File: src/rtl/boot_mode_pkg.sv
package boot_mode_pkg;
  // Strobes from the control module to the datapath
  typedef struct packed {
    logic sampleEn;   // record the synchronised pins this cycle
    logic copyEn;     // move the recorded value to the output
  } bmStrobes_t;
endpackage

File: src/rtl/boot_mode_sync.sv
module boot_mode_sync #(
  parameter int WIDTH  = 2,
  parameter int STAGES = 2
) (
  input  logic             clk,
  input  logic             porN,
  input  logic [WIDTH-1:0] asyncIn,
  output logic [WIDTH-1:0] syncOut
);
  logic [WIDTH-1:0] stageQ [STAGES];

  genvar s;
  generate
    for (s = 0; s < STAGES; s++) begin : g_stage
      always_ff @(posedge clk or negedge porN) begin
        if (!porN) stageQ[s] <= '0;
        else if (s == 0) stageQ[s] <= asyncIn;
        else stageQ[s] <= stageQ[(s == 0) ? 0 : s-1];
      end
    end
  endgenerate

  assign syncOut = stageQ[STAGES-1];
endmodule

File: src/rtl/boot_mode_ctrl.sv
module boot_mode_ctrl
  import boot_mode_pkg::*;
(
  input  logic       clk,
  input  logic       porN,
  input  logic       rstExtN,
  input  logic       freezePulse,
  input  logic       phase3Strobe,
  output bmStrobes_t strobes
);
  logic rstActive;
  logic frozenQ;
  logic doneQ;
  logic freezeNow;
  logic holdOk;

  assign rstActive = !rstExtN;
  assign freezeNow = rstActive && freezePulse;

  always_ff @(posedge clk or negedge porN) begin
    if (!porN) begin
      frozenQ <= 1'b0;
      doneQ   <= 1'b0;
    end else begin
      frozenQ <= rstActive && (frozenQ || freezePulse);
      doneQ   <= doneQ || freezeNow;
    end
  end

  // Value is stable when the pin is released, or when it is frozen (now or earlier)
  assign holdOk = !rstActive || frozenQ || freezeNow;

  always_comb begin
    strobes          = '0;
    strobes.sampleEn = rstActive && !frozenQ && !freezePulse;
    strobes.copyEn   = phase3Strobe && holdOk && (doneQ || freezeNow);
  end
endmodule

File: src/rtl/boot_mode_datapath.sv
module boot_mode_datapath
  import boot_mode_pkg::*;
#(
  parameter int WIDTH = 2
) (
  input  logic             clk,
  input  logic             porN,
  input  bmStrobes_t       strobes,
  input  logic [WIDTH-1:0] pinSync,
  output logic [WIDTH-1:0] modeOut,
  output logic             validOut
);
  logic [WIDTH-1:0] sampleQ;

  always_ff @(posedge clk or negedge porN) begin
    if (!porN) begin
      sampleQ  <= '0;
      modeOut  <= '0;
      validOut <= 1'b0;
    end else begin
      if (strobes.sampleEn) sampleQ <= pinSync;
      if (strobes.copyEn) begin
        modeOut  <= sampleQ;
        validOut <= 1'b1;
      end
    end
  end
endmodule

File: src/rtl/boot_mode_capture.sv
module boot_mode_capture
  import boot_mode_pkg::*;
#(
  parameter int MODE_W      = 2,
  parameter int SYNC_STAGES = 2
) (
  input  logic              clk,
  input  logic              porN,
  input  logic              rstExtN,
  input  logic              freezePulse,
  input  logic              phase3Strobe,
  input  logic [MODE_W-1:0] bootPins,
  output logic [MODE_W-1:0] bootMode,
  output logic              bootValid
);
  logic [MODE_W-1:0] pinSync;
  bmStrobes_t        strobes;

  boot_mode_sync #(.WIDTH(MODE_W), .STAGES(SYNC_STAGES)) u_sync (
    .clk(clk), .porN(porN), .asyncIn(bootPins), .syncOut(pinSync)
  );

  boot_mode_ctrl u_ctrl (
    .clk(clk), .porN(porN), .rstExtN(rstExtN), .freezePulse(freezePulse),
    .phase3Strobe(phase3Strobe), .strobes(strobes)
  );

  boot_mode_datapath #(.WIDTH(MODE_W)) u_dp (
    .clk(clk), .porN(porN), .strobes(strobes), .pinSync(pinSync),
    .modeOut(bootMode), .validOut(bootValid)
  );
endmodule

File: config.mk
export PLATFORM = sky130hd
export DESIGN_NAME = boot_mode_capture
export DESIGN_NICKNAME = d
export VERILOG_FILES = /design/src/rtl/boot_mode_pkg.sv /design/src/rtl/boot_mode_sync.sv /design/src/rtl/boot_mode_ctrl.sv /design/src/rtl/boot_mode_datapath.sv /design/src/rtl/boot_mode_capture.sv
export SDC_FILE = /design/constraint.sdc
export NUM_CORES = 1
export LEC_CHECK = 0
export ABC_AREA = 0
export BUFFER_PORTS_ARGS = -buffer_cell sky130_fd_sc_hd__buf_2
export CELL_PAD_IN_SITES_DETAIL_PLACEMENT = 0
export CELL_PAD_IN_SITES_GLOBAL_PLACEMENT = 2
export CORE_AREA = 3 3 40 42
export CTS_CLUSTER_DIAMETER = 150
export DETAILED_ROUTE_END_ITERATION = 10
export DIE_AREA = 0 0 43 45
export PLACE_DENSITY_LB_ADDON = 0.1
export SLEW_MARGIN = 20
export SYNTH_ARGS = -nofsm -noshare
export SYNTH_HDL_FRONTEND = slang
export SYNTH_SLANG_ARGS = --single-unit
File: constraint.sdc
create_clock -name clk -period 1.46 [get_ports clk]
set_input_delay 0.292 -clock clk [delete_from_list [all_inputs] [get_ports clk]]
set_output_delay 0.292 -clock clk [all_outputs]
set_load 0.05 [all_outputs]
==> flow_summary.toml, run 1 <==
[run_status]
status = "complete, no violations"

[synth]
synthDistinctLibCells = 11
syn_area_um2 = 394
ys_seq_elements = 11
syn_area_per_cell_um2 = 17.1
synth_top_area_share_pct = 69.8
synth_area_leaders = "dfrtp_1 70%, mux2_4 7.6%, a31oi_4 5.4%, mux2_1 2.9%, mux2_2 2.9%"
synthesis.nets = 30
yosys_warnings = 0
synthCells = 23
yosysSeqAreaShare_pct = 69.8
synth.largest_area_cell = "dfrtp_1"

[route]
wl_per_cell_um = 11.5
met2_length_um = 300
met1Wirelength_um = 250
viasPerCell = 4.35
dr.max_layer_used = "met4"
vias = 226
ant_nets = 0
met3_length_um = 44
firstDrtPassIters = 1
wl_um = 600
dr.first_iter.drc_count = 0
drc = 0

[clocking]
root_buffer = "clkbuf_4"
clock_latency_ns = 0.26
clkTransAtPathRegs_ns = 0.07
cts_sinks = 11
cts_tree = "yes"
cts_setup_buffers = 0
htree_levels = 1
cts_resized = 0
clockBufferDepth = 2
ctsHoldBuffers = 1
cts_buffers = 3

[floorplan]
io_pins = 10
design.core.area_um2 = 1280
initial_core_util_pct = 30.7
die-area_um2 = 1940
die_h_um = 45
placement_rows = 13
die_w_um = 43

[grt]
grt_pass1_wl_um = 952
first_global_vias = 223
grt_max_degree = 12
antenna_found_initial = 0
grt.total_usage_pct = 7.45
grt_overflow = 0

[setup_path]
cp_top_family = "compound AO/OA/AOI/OAI gates"
start_kind = "flop"
cp-end-kind = "flop"
path_cells = "o211a_1 > a31oi_4 > mux2_4"
crit_type = "flop to flop"
critPathBufInv = 0
arrival_ns = 1.45
cp_slowest_cell = "dfrtp_1"
crit_required_ns = 1.61
path_max_fanout = 3
cp_slowest_stage_delay_ns = 0.40

[power_and_ir_drop]
p_per_area_nw_per_um2 = 1430
peakVddDrop_uv = 648
power.total_uw = 709
p_leak_uw = 0.000233

[placement]
dp_hpwl_um = 464
port-buffer-count = 9
gp_congestion = 0.740

[timing]
report.final.slew_viol_count = 0
finalCritPeriodShare_pct = 88.7
tightest_slew_ns = 0.251
final.setup.tns_ns = 0
period_minus_slack_ns = 1.30
setup_viol = 0
timing.fmax_ghz = 0.772
slew_headroom_pct = 83.4
rsz0062_at_grt = "false"
fin_skew_ns = 0.00286
final_hold_viol_count = 0

[flow_run]
cap_violations = 0

[layout]
area_growth_pct = 25.7
nets = 45
layout_common_cells = "11 x dfrtp_1, 9 x buf_2, 3 x clkbuf_4"
drive_gt1_share_pct = 48.6
n_fill_cell = 132
diodes = 0
final_util_pct = 38.6
final_common_cell = "dfrtp_1"

[worst_hold_path]
hold_class = "primary input to flop"
cell families (layout without fill, tap and decap cells):
logic type             after synthesis  after routing  synth area share, %
and+or+nand+nor                      4              4                 6.03
DFF                                 11             11                 69.8
buffers and inverters                1             15                0.951
AOI/OAI and AO/OA                    3              3                 9.84
muxes                                4              4                 13.3
flip-flops by register name, indices dropped and copies added (netlist names):
signal / flops
u_ctrl.doneQ: 1
u_ctrl.frozenQ: 1
u_dp.modeOut: 2
u_dp.sampleQ: 2
u_dp.validOut: 1
u_sync.stageQ: 2
u_sync.syncOut: 2
where the power goes:
part | total (µW) | switching [µW] | internal [µW]
registers | 356 | 17.2 | 339
clock network | 204 | 103 | 101
logic | 148 | 93.2 | 55.1
final cells by class:
class | instances | area, µm² | share of cell area, %
Tap cell | 15 | 18.8 | 3.79
Timing Repair Buffer | 10 | 55.1 | 11.1
Sequential cell | 11 | 275 | 55.6
Inverter | 1 | 3.75 | 0.758
Multi-Input combinational cell | 11 | 115 | 23.2
Clock buffer | 3 | 22.5 | 4.55
Clock inverter | 1 | 5.00 | 1.01
metrics by stage:
step                hold WS, ns  instance area (µm²)  worst slack (ns)  std cells
global placement          0.164                  458             0.180         47
detailed placement        0.173                  458             0.158         47
floorplan              -0.00359                  394             0.221         23
CTS                       0.117                  495             0.159         52
global route              0.111                  495             0.138         52
finish                    0.126                  495             0.165         52
synthesized netlist by cell type (all sizes together):
library cell and number:
a31oi 1, mux2 4, o211a 1, nand2b 1
dfrtp 11, nor3 1, nor2 2, inv 1
a21o 1
metal layers:
layer  vias to the layer above  global-route usage [%]
met1                       110                    8.08
li1                        107                       -
met4                         0                    9.04
met2                         7                    10.2
met3                         2                    2.79
met5                         -                       0
path summary, 6_finish.rpt:
check / startpoint / end / slack, ns / cells past startpoint
setup / recovery: u_ctrl.frozenQ / u_dp.modeOut[0] / 0.16 / 3
hold / removal: bootPins[0] / u_sync.stageQ[2] / 0.13 / 1
setup reg to reg: u_ctrl.frozenQ / u_dp.modeOut[0] / 0.16 / 3
hold reg to reg: u_sync.stageQ[2] / u_sync.syncOut[0] / 0.36 / 0
max in group asynchronous: porN / u_ctrl.doneQ / 0.85 / 2
min in group asynchronous: porN / u_dp.sampleQ[1] / 0.41 / 2
worst register-to-register path, cell delays in order, from the launching register on:
cell,delay [ns]
dfrtp_1,0.40
o211a_1,0.26
a31oi_4,0.20
mux2_4,0.32
Note: power is estimated with default switching activity, not from simulation.
==> inputs of run 2 (changes only) <==
--- a/config.mk
+++ b/config.mk
@@ -6,15 +6,17 @@
 export NUM_CORES = 1
 export LEC_CHECK = 0
 export ABC_AREA = 0
-export BUFFER_PORTS_ARGS = -buffer_cell sky130_fd_sc_hd__buf_2
 export CELL_PAD_IN_SITES_DETAIL_PLACEMENT = 0
 export CELL_PAD_IN_SITES_GLOBAL_PLACEMENT = 2
 export CORE_AREA = 3 3 40 42
 export CTS_CLUSTER_DIAMETER = 150
 export DETAILED_ROUTE_END_ITERATION = 10
 export DIE_AREA = 0 0 43 45
+export DONT_BUFFER_PORTS = 1
 export PLACE_DENSITY_LB_ADDON = 0.1
+export SETUP_SLACK_MARGIN = 0.05
 export SLEW_MARGIN = 20
 export SYNTH_ARGS = -nofsm -noshare
 export SYNTH_HDL_FRONTEND = slang
+export SYNTH_HIERARCHICAL = 1
 export SYNTH_SLANG_ARGS = --single-unit
==> run 2 against run 1 <==
  * Clock skew is 0.0023 ns lower
  * Sequential share of layout area is 8.8 points higher
  * Cell count is 17% lower
  * Flip-flop and latch count stayed put
  * Clock-buffer cell count stayed put
  * Via count is 20% lower
  * First-iteration DRC count is 1 higher
  * Core utilization is 5.3 points lower
  * Hold slack worse by 0.070 ns
  * Power is 6.2% lower
  * Register-to-register slack better by 0.02 ns
  * Fmax is 1.4% higher
==> flow_summary.toml, run 2 <==
[run_status]
status = "complete, no violations"

[timing]
rsz0062_at_grt = "false"
final.setup.tns_ns = 0
fin_skew_ns = 0.000604
period_minus_slack_ns = 1.28
slew_headroom_pct = 67.6
timing.fmax_ghz = 0.783
finalCritPeriodShare_pct = 87.5
final_hold_viol_count = 0
report.final.slew_viol_count = 0
tightest_slew_ns = 0.485
setup_viol = 0

[clocking]
cts_setup_buffers = 0
clkTransAtPathRegs_ns = 0.07
root_buffer = "clkbuf_4"
cts_buffers = 3
cts_resized = 0
clock_latency_ns = 0.26
clockBufferDepth = 2
cts_tree = "yes"
htree_levels = 1
cts_sinks = 11
ctsHoldBuffers = 1

[power_and_ir_drop]
peakVddDrop_uv = 482
p_leak_uw = 0.000183
power.total_uw = 665
p_per_area_nw_per_um2 = 1550

[route]
dr.first_iter.drc_count = 1
wl_per_cell_um = 13.4
wl_um = 576
vias = 181
drc = 0
ant_nets = 0
viasPerCell = 4.21
firstDrtPassIters = 2

[setup_path]
crit_end = "u_dp/modeOut[0]"
timing.rr.end = "u_dp/modeOut[0]"
arrival_ns = 1.42
path_max_fanout = 3
cp-end-kind = "flop"
r2r_slack_ns = 0.18
reg2reg_from = "u_ctrl/frozenQ"
crit_required_ns = 1.61
start_kind = "flop"
ff2ff_path_depth = 3
crit_start = "u_ctrl/frozenQ"
crit_type = "flop to flop"

[layout]
drive_gt1_share_pct = 21.4
nets = 36
layout_common_cells = "11 x dfrtp_1, 3 x clkbuf_4"
area_growth_pct = 10.7
final_common_cell = "dfrtp_1"
diodes = 0

[floorplan]
die-area_um2 = 1940
die_w_um = 43
io_pins = 10
die_h_um = 45
placement_rows = 13
initial_core_util_pct = 30.1
design.core.area_um2 = 1280

[synth]
synth_area_leaders = "dfrtp_1 71%, mux2_4 7.8%, mux2_1 5.8%, buf_4 3.9%, nand2b_1 3.2%"
yosys_warnings = 6
synthesis.nets = 32
syn_area_um2 = 387
synthArstFlopShare_pct = 100
ys.flop_type = "dfrtp_1"
synth_top_area_share_pct = 71.2
synthDistinctLibCells = 10
synthCells = 25
synth_edf_count = 0
synth.most_common_cell = "dfrtp_1"
ys_seq_elements = 11
syn_area_per_cell_um2 = 15.5
synth.largest_area_cell = "dfrtp_1"
yosysSeqAreaShare_pct = 71.2

[worst_hold_path]
hold_class = "primary input to flop"

[grt]
grt.total_usage_pct = 7.69
grt_overflow = 0
first_global_vias = 208
grt_max_degree = 12
grt_pass1_wl_um = 924
antenna_found_initial = 0

[placement]
gp_congestion = 0.652
port-buffer-count = 0

[flow_run]
cap_violations = 0
run 2: cell types whose count changed in the layout (fill, tap and decap cells not counted):
cell | before | now
inv_1 | 1 | 0
nor3_1 | 0 | 1
o211a_1 | 1 | 0
or2_1 | 0 | 1
o21ai_0 | 0 | 1
mux2_1 | 1 | 2
nor3_2 | 1 | 0
a21boi_1 | 0 | 1
a21o_1 | 1 | 0
buf_2 | 9 | 0
mux2_2 | 1 | 0
nand2b_1 | 1 | 2
a31oi_4 | 1 | 0
run 2: cells by family (layout without fill, tap and decap cells):
family | Yosys count | after routing | share of synthesized area (%)
AND/OR/NAND/NOR | 6 | 6 | 8.09
AO/OA/AOI/OAI | 2 | 2 | 3.24
flip-flops | 11 | 11 | 71.2
buffers and inverters | 2 | 5 | 3.88
multiplexers | 4 | 4 | 13.6
run 2: how the worst min path moves through the flow:
stage,cells after the start,startpoint,end
3_3_place_gp,0,porN,u_dp/sampleQ[0]
4_1_cts,0,bootPins[0],u_sync/stageQ[2]
5_1_grt,0,bootPins[0],u_sync/stageQ[2]
3_5_place_dp,0,porN,u_dp/sampleQ[0]
2_1_floorplan,0,porN,u_ctrl/doneQ
6_report,0,bootPins[0],u_sync/stageQ[2]
run 2: cell type report:
class,count,area (µm²)
multi-input combinational,12,96.3
clock inverter,1,5.00
tap,15,18.8
timing repair buffer,1,10.0
fill,127,857
clock buffer,3,22.5
sequential,11,275
run 2: metrics by stage:
step	hold WS, ns	area, µm²	util (%)	instances	worst slack, ns
after floorplan	-0.00359	387	-	25	0.342
after CTS	0.0429	428	33.3	43	0.176
after global placement	-0.00324	390	30.4	38	0.251
after global routing	0.0103	428	33.3	43	0.109
after detailed placement	-0.00319	390	30.4	38	0.203
final	0.0562	428	33.3	43	0.183
run 2: routing by layer:
metal	GRT usage, %	vias up	part of all wire (%)
li1	-	85	-
met1	7.81	87	40
met2	9.58	9	48
met3	8.76	0	12
met4	3.61	0	0
met5	0	-	0
run 2: report_power, final:
part           switching, µW  total (µW)  internal, µW
sequential              78.3         416           338
combinational           19.2        52.6          33.5
clock                   95.0         196           101
run 2: critical path, stage by stage (launching register included):
cell	delay, ns
dfrtp_1	0.37
o21ai_0	0.10
a21boi_1	0.36
mux2_4	0.34
